$ cat config.mk
export PLATFORM = sky130hd
export DESIGN_NAME = wake_sense_top
export DESIGN_NICKNAME = d
export VERILOG_FILES = /design/src/rtl/wake_sense_pkg.sv /design/src/rtl/wake_sync.sv /design/src/rtl/wake_pin_det.sv /design/src/rtl/wake_bus_det.sv /design/src/rtl/wake_sense_top.sv
export SDC_FILE = /design/constraint.sdc
export NUM_CORES = 1
export LEC_CHECK = 0
export CAP_MARGIN = 15
export CORE_MARGIN = 1
export CORE_UTILIZATION = 41
export DETAILED_ROUTE_END_ITERATION = 8
export PLACE_DENSITY = 0.66
export SLEW_MARGIN = 20
export SYNTH_ARGS = -nofsm -noshare
export SYNTH_HDL_FRONTEND = slang
export SYNTH_SLANG_ARGS = --single-unit
$ cat constraint.sdc
create_clock -name clk -period 1.7 [get_ports clk]
set_input_delay 0.255 -clock clk [delete_from_list [all_inputs] [get_ports clk]]
set_output_delay 0.255 -clock clk [all_outputs]
set_load 0.1 [all_outputs]
$ cat src/rtl/wake_sense_pkg.sv
package wake_sense_pkg;

  typedef enum logic [1:0] {
    PIN_IDLE,
    PIN_READY,
    PIN_HOLDING,
    PIN_SPENT
  } pin_state_t;

  typedef enum logic [1:0] {
    BUS_WAIT,
    BUS_QUIET,
    BUS_ACTIVE
  } bus_state_t;

  localparam logic SRC_LOCAL = 1'b1;
  localparam logic SRC_BUS   = 1'b0;

endpackage

$ cat src/rtl/wake_sync.sv
module wake_sync #(
  parameter int          WIDTH   = 2,
  parameter int          STAGES  = 2,
  parameter logic [WIDTH-1:0] RST_VAL = '1
) (
  input  logic             clk,
  input  logic             rst,
  input  logic [WIDTH-1:0] d_i,
  output logic [WIDTH-1:0] q_o
);

  for (genvar b = 0; b < WIDTH; b++) begin : g_bit
    logic [STAGES-1:0] chain;
    always_ff @(posedge clk) begin
      if (rst) begin
        chain <= {STAGES{RST_VAL[b]}};
      end else begin
        chain <= {chain[STAGES-2:0], d_i[b]};
      end
    end
    assign q_o[b] = chain[STAGES-1];
  end

endmodule

$ cat src/rtl/wake_pin_det.sv
module wake_pin_det
  import wake_sense_pkg::*;
#(
  parameter int HOLD = 8
) (
  input  logic clk,
  input  logic rst,
  input  logic arm,
  input  logic pin_s,
  output logic hit_o
);

  localparam int CW = $clog2(HOLD + 1);

  pin_state_t    st;
  logic [CW-1:0] cnt;
  logic          low;

  assign low   = !pin_s;
  assign hit_o = arm && low &&
                 (((st == PIN_READY) && (HOLD == 1)) ||
                  ((st == PIN_HOLDING) && (cnt == CW'(HOLD - 1))));

  always_ff @(posedge clk) begin
    if (rst || !arm) begin
      st  <= PIN_IDLE;
      cnt <= '0;
    end else begin
      case (st)
        PIN_IDLE: begin
          if (!low) st <= PIN_READY;
        end
        PIN_READY: begin
          if (low) begin
            if (hit_o) begin
              st <= PIN_SPENT;
            end else begin
              st  <= PIN_HOLDING;
              cnt <= CW'(1);
            end
          end
        end
        PIN_HOLDING: begin
          if (!low) begin
            st  <= PIN_READY;
            cnt <= '0;
          end else if (hit_o) begin
            st  <= PIN_SPENT;
            cnt <= '0;
          end else begin
            cnt <= cnt + CW'(1);
          end
        end
        default: begin
          if (!low) st <= PIN_READY;
        end
      endcase
    end
  end

endmodule

$ cat src/rtl/wake_bus_det.sv
module wake_bus_det
  import wake_sense_pkg::*;
#(
  parameter int HOLD = 12
) (
  input  logic clk,
  input  logic rst,
  input  logic arm,
  input  logic rec_s,
  output logic hit_o
);

  localparam int CW = $clog2(HOLD + 1);

  bus_state_t    st;
  logic [CW-1:0] cnt;

  assign hit_o = arm && rec_s && (st == BUS_ACTIVE) && (cnt == CW'(HOLD));

  always_ff @(posedge clk) begin
    if (rst || !arm) begin
      st  <= BUS_WAIT;
      cnt <= '0;
    end else begin
      case (st)
        BUS_WAIT: begin
          if (rec_s) st <= BUS_QUIET;
        end
        BUS_QUIET: begin
          if (!rec_s) begin
            st  <= BUS_ACTIVE;
            cnt <= CW'(1);
          end
        end
        BUS_ACTIVE: begin
          if (rec_s) begin
            st  <= BUS_QUIET;
            cnt <= '0;
          end else if (cnt != CW'(HOLD)) begin
            cnt <= cnt + CW'(1);
          end
        end
        default: st <= BUS_WAIT;
      endcase
    end
  end

endmodule

$ cat src/rtl/wake_sense_top.sv
module wake_sense_top
  import wake_sense_pkg::*;
#(
  parameter int SYNC_STAGES = 2,
  parameter int PIN_HOLD    = 8,
  parameter int BUS_HOLD    = 12
) (
  input  logic clk,
  input  logic rst,
  input  logic arm,
  input  logic wake_pin_i,
  input  logic bus_rx_i,
  output logic wake_pulse_o,
  output logic wake_local_o
);

  localparam int NSIG = 2;

  logic [NSIG-1:0] raw;
  logic [NSIG-1:0] synced;
  logic            pin_s;
  logic            bus_s;
  logic            pin_hit;
  logic            bus_hit;

  assign raw   = {bus_rx_i, wake_pin_i};
  assign pin_s = synced[0];
  assign bus_s = synced[1];

  wake_sync #(
    .WIDTH  (NSIG),
    .STAGES (SYNC_STAGES),
    .RST_VAL('1)
  ) u_sync (
    .clk(clk),
    .rst(rst),
    .d_i(raw),
    .q_o(synced)
  );

  wake_pin_det #(.HOLD(PIN_HOLD)) u_pin (
    .clk  (clk),
    .rst  (rst),
    .arm  (arm),
    .pin_s(pin_s),
    .hit_o(pin_hit)
  );

  wake_bus_det #(.HOLD(BUS_HOLD)) u_bus (
    .clk  (clk),
    .rst  (rst),
    .arm  (arm),
    .rec_s(bus_s),
    .hit_o(bus_hit)
  );

  always_ff @(posedge clk) begin
    if (rst) begin
      wake_pulse_o <= 1'b0;
      wake_local_o <= 1'b0;
    end else begin
      wake_pulse_o <= pin_hit || bus_hit;
      wake_local_o <= pin_hit ? SRC_LOCAL : SRC_BUS;
    end
  end

endmodule

==> summary.txt <==
Yosys
  • Register bit count reported by yosys: 18
  • Synth Cell Area: 903.4 sq um
  • Post-synthesis instance total: 97
  • Synth top area share: 39.89%
  • Proportion of synthesized chip area in sequential cells: 39.89%
  • Post-Syn Nets: 108
  • Library cells used by synthesis: 36
  • Count of warnings emitted by yosys: 0
  • Mapped Avg Cell Area: 9.313 sq um
  • Post-synth top area cell: sky130_fd_sc_hd__dfxtp_1
  • Largest cells by area after synthesis: sky130_fd_sc_hd__dfxtp_1 (40%), sky130_fd_sc_hd__ha_1 (8.3%), sky130_fd_sc_hd__mux2i_1 (4.4%)

Timing
  • Max-slew violation count: 0
  • Fin Hold WS: 0.4203 ns
  • Final critical-path share of the clock period: 94.30%
  • Tightest Pin Transition: 0.3330 ns
  • Unrepaired setup endpoints after global routing: false
  • Accumulated negative setup slack: 0 ns
  • Final Hold Viols: 0
  • Number of failing setup endpoints in the final timing report: 0
  • Clock skew: 0.005085 ns
  • FMAX: 623.8 MHz
  • Final critical delay including setup and external delays: 1.603 ns
  • Relative slew margins: 77.70%
  • Worst setup slack after layout: 0.09686 ns

Floorplanning
  • Starting density of the core: 44.68%
  • Count of standard-cell rows: 16
  • Die Span Y: 48.94 microns
  • Total core area: 2022 sq um
  • Area of the die: 2395 sq um
  • Die W: 48.94 microns
  • Number of placed I/O pins: 7

Worst setup path
  • Worst path depth: 5
  • Capturing point of the worst reg2reg path: u_pin.st[0]
  • Slowest cell delay on critical path: 0.36 ns
  • Path type of the worst setup path: flip-flop to flip-flop
  • Critical path capture point: u_pin.st[0]
  • Depth of the worst register-to-register path: 5
  • CP cell instances: inv_1 > ha_1 > nor2b_1 > a221oi_2 > mux2_2
  • Highest net fanout along the worst path: 6
  • Max stage delay cell, worst path: sky130_fd_sc_hd__mux2_2
  • Required time worst endpoint: 1.89 ns
  • Number of buffer and inverter instances along the worst setup path: 1
  • Arrival time at the worst endpoint: 1.79 ns
  • Worst Setup SP: u_pin.st[0]
  • Cell family with most CP delay: multiplexers
  • Endpoint class of the critical path: flip-flop
  • Worst R2R Start: u_pin.st[0]
  • Setup slack of the worst register-to-register path: 0.1 ns
  • Startpoint class of the critical path: flip-flop

Power and ir drop
  • Power density normalized to cell area: 698.1 nW/um^2
  • Peak supply drop: 0.4302 mV
  • Total Power: 0.7626 mW
  • Leakage power total: 0.4122 nW

Clocking
  • Sink count of the clock tree: 18
  • Deepest level of the CTS H-tree: 1
  • TritonCTS clock tree: built
  • Clock tree root driver cell: sky130_fd_sc_hd__clkbuf_4
  • CTS clk-pin slew, worst paths: 0.10 ns
  • Source-to-sink clock delay at the later pin of the worst-skew pair: 0.29 ns
  • Clock Path Buffers: 2
  • Total clock buffers created by CTS: 3

Run
  • Maxcap violations: 0

Routing
  • DRC: 0
  • ANT nets after route: 0
  • Per-cell via count in the routed design: 5.145
  • Wire length per cell after detailed routing: 11.05 microns
  • Vias: 710
  • Router iterations before antenna repair: 4
  • Final wirelength: 1525 microns
  • First-iteration detailed-routing DRC count: 12

Run status
  • Outcome: complete, no violations

Place
  • Half-perimeter wire length after placement: 1194 microns
  • Routability-driven placement congestion ratio: 0.7508
  • Worst setup timing slack at the placement stage: 0.02297 ns
  • Port Buf Inserts: 6

Finish
  • Most common library cell in the layout ignoring fill and taps: sky130_fd_sc_hd__dfxtp_1
  • Diode count: 0
  • Proportion of layout cells with a drive suffix above 1: 20.72%
  • Commonest non-fill, non-tap cells in the layout: sky130_fd_sc_hd__dfxtp_1 (17), sky130_fd_sc_hd__nand2_1 (8)
  • Number of inserted filler cells in the final layout: 195
  • Layout area overhead: 20.91%
  • Fin nets: 123

Global route
  • Number of global-route vias before repair: 647
  • Largest net degree at the start of global routing: 11
  • Overall fraction of global-route tracks in use: 14.90%
  • Wire length of the first global-routing pass: 2718 microns
  • Overall overflow remaining after global route: 0
  • Initial antenna violation count: 0

Min path
  • Worst Hold Class: flip-flop to flip-flop
cells in the mapped netlist:
| master | instances |
|---|---|
| sky130_fd_sc_hd__a211o_1 | 1 |
| sky130_fd_sc_hd__a211o_2 | 1 |
| sky130_fd_sc_hd__a211oi_1 | 1 |
| sky130_fd_sc_hd__a21oi_1 | 2 |
| sky130_fd_sc_hd__a221oi_2 | 1 |
| sky130_fd_sc_hd__a311oi_1 | 2 |
| sky130_fd_sc_hd__a31oi_1 | 2 |
| sky130_fd_sc_hd__a32o_1 | 1 |
| sky130_fd_sc_hd__a41oi_1 | 1 |
| sky130_fd_sc_hd__and2_1 | 2 |
| sky130_fd_sc_hd__and3_1 | 1 |
| sky130_fd_sc_hd__and4b_1 | 1 |
| sky130_fd_sc_hd__and4b_4 | 1 |
| sky130_fd_sc_hd__clkbuf_1 | 2 |
| sky130_fd_sc_hd__dfxtp_1 | 18 |
| sky130_fd_sc_hd__ha_1 | 6 |
| sky130_fd_sc_hd__inv_1 | 5 |
| sky130_fd_sc_hd__mux2_2 | 1 |
| sky130_fd_sc_hd__mux2i_1 | 4 |
| sky130_fd_sc_hd__nand2_1 | 8 |
| sky130_fd_sc_hd__nand2b_1 | 5 |
| sky130_fd_sc_hd__nand3_1 | 6 |
| sky130_fd_sc_hd__nor2_1 | 6 |
| sky130_fd_sc_hd__nor2b_1 | 3 |
| sky130_fd_sc_hd__nor3b_1 | 1 |
| sky130_fd_sc_hd__nor3b_2 | 1 |
| sky130_fd_sc_hd__o211ai_1 | 1 |
| sky130_fd_sc_hd__o21ai_0 | 2 |
| sky130_fd_sc_hd__o21bai_1 | 1 |
| sky130_fd_sc_hd__o22a_1 | 1 |
| sky130_fd_sc_hd__o22ai_1 | 1 |
| sky130_fd_sc_hd__or2_2 | 4 |
| sky130_fd_sc_hd__or3_1 | 1 |
| sky130_fd_sc_hd__or3_2 | 1 |
| sky130_fd_sc_hd__or4_1 | 1 |
| sky130_fd_sc_hd__xor2_1 | 1 |
logic make-up after synthesis:
logic type               Yosys count  share of synthesized area [%]
flip-flops                        18                          39.89
adder cells (fa/ha/maj)            6                          8.310
buffers and inverters              7                          2.909
AND/OR/NAND/NOR                   42                          26.73
XOR/XNOR                           1                         0.9697
AO/OA/AOI/OAI                     18                          15.51
multiplexers                       5                          5.679
state kept, by name (all words and copies together) (netlist names):
name                flops
u_pin.st                2
u_pin.cnt               4
wake_pulse_o            1
u_sync.g_bit.chain      4
u_bus.st                2
wake_local_o            1
u_bus.cnt               4
worst min-delay path by stage:
stage                                  start                        to  depth (start not counted)
detailed placement  u_sync.g_bit[0].chain[0]  u_sync.g_bit[0].chain[1]                          1
finish              u_sync.g_bit[0].chain[0]  u_sync.g_bit[0].chain[1]                          1
global route        u_sync.g_bit[0].chain[0]  u_sync.g_bit[0].chain[1]                          1
floorplan                                rst              wake_pulse_o                          1
global placement    u_sync.g_bit[0].chain[0]  u_sync.g_bit[0].chain[1]                          1
CTS                 u_sync.g_bit[0].chain[0]  u_sync.g_bit[0].chain[1]                          1
stage by stage:
| stage | area [sq um] | util [%] | instances |
|---|---|---|---|
| global route | 1092 | 54.02 | 138 |
| CTS | 1091 | 53.96 | 138 |
| finish | 1092 | 54.02 | 138 |
| floorplan | 903.4 | - | 97 |
| global placement | 1055 | 52.17 | 134 |
| detailed placement | 1055 | 52.17 | 134 |
report_power, final:
group | internal, mW | switching [mW] | leakage [nW]
clock | 0.130 | 0.125 | 0.0210
combinational | 0.0398 | 0.0292 | 0.244
sequential | 0.430 | 0.00773 | 0.147
routing by layer:
metal | track usage (%) | up-vias | wire (microns)
li1 | - | 378 | -
met1 | 17.90 | 321 | 794
met2 | 23.84 | 9 | 659
met3 | 5.607 | 2 | 52
met4 | 5.882 | 0 | 19
met5 | 0 | - | 0
worst register-to-register path, stage by stage, from the launching register on:
cell and delay [ns]:
sky130_fd_sc_hd__dfxtp_2 0.35, sky130_fd_sc_hd__inv_1 0.05, sky130_fd_sc_hd__ha_1 0.25, sky130_fd_sc_hd__nor2b_1 0.20, sky130_fd_sc_hd__a221oi_2 0.28, sky130_fd_sc_hd__mux2_2 0.36
what timing repair did:
item,in CTS,in global routing
gates resized for setup,0,1
hold buffers,0,0
buffers inserted,0,0
setup endpoints to repair,0,1
layout make-up:
| class | instances | area [sq um] | share of cell area [%] |
|---|---|---|---|
| Multi-Input combinational cell | 72 | 516.7 | 47.31 |
| Timing Repair Buffer | 12 | 125.1 | 11.45 |
| Inverter | 5 | 18.77 | 1.718 |
| Clock buffer | 4 | 36.28 | 3.322 |
| Tap cell | 27 | 33.78 | 3.093 |
| Sequential cell | 18 | 361.6 | 33.10 |
(Power assumes the default switching activity.)
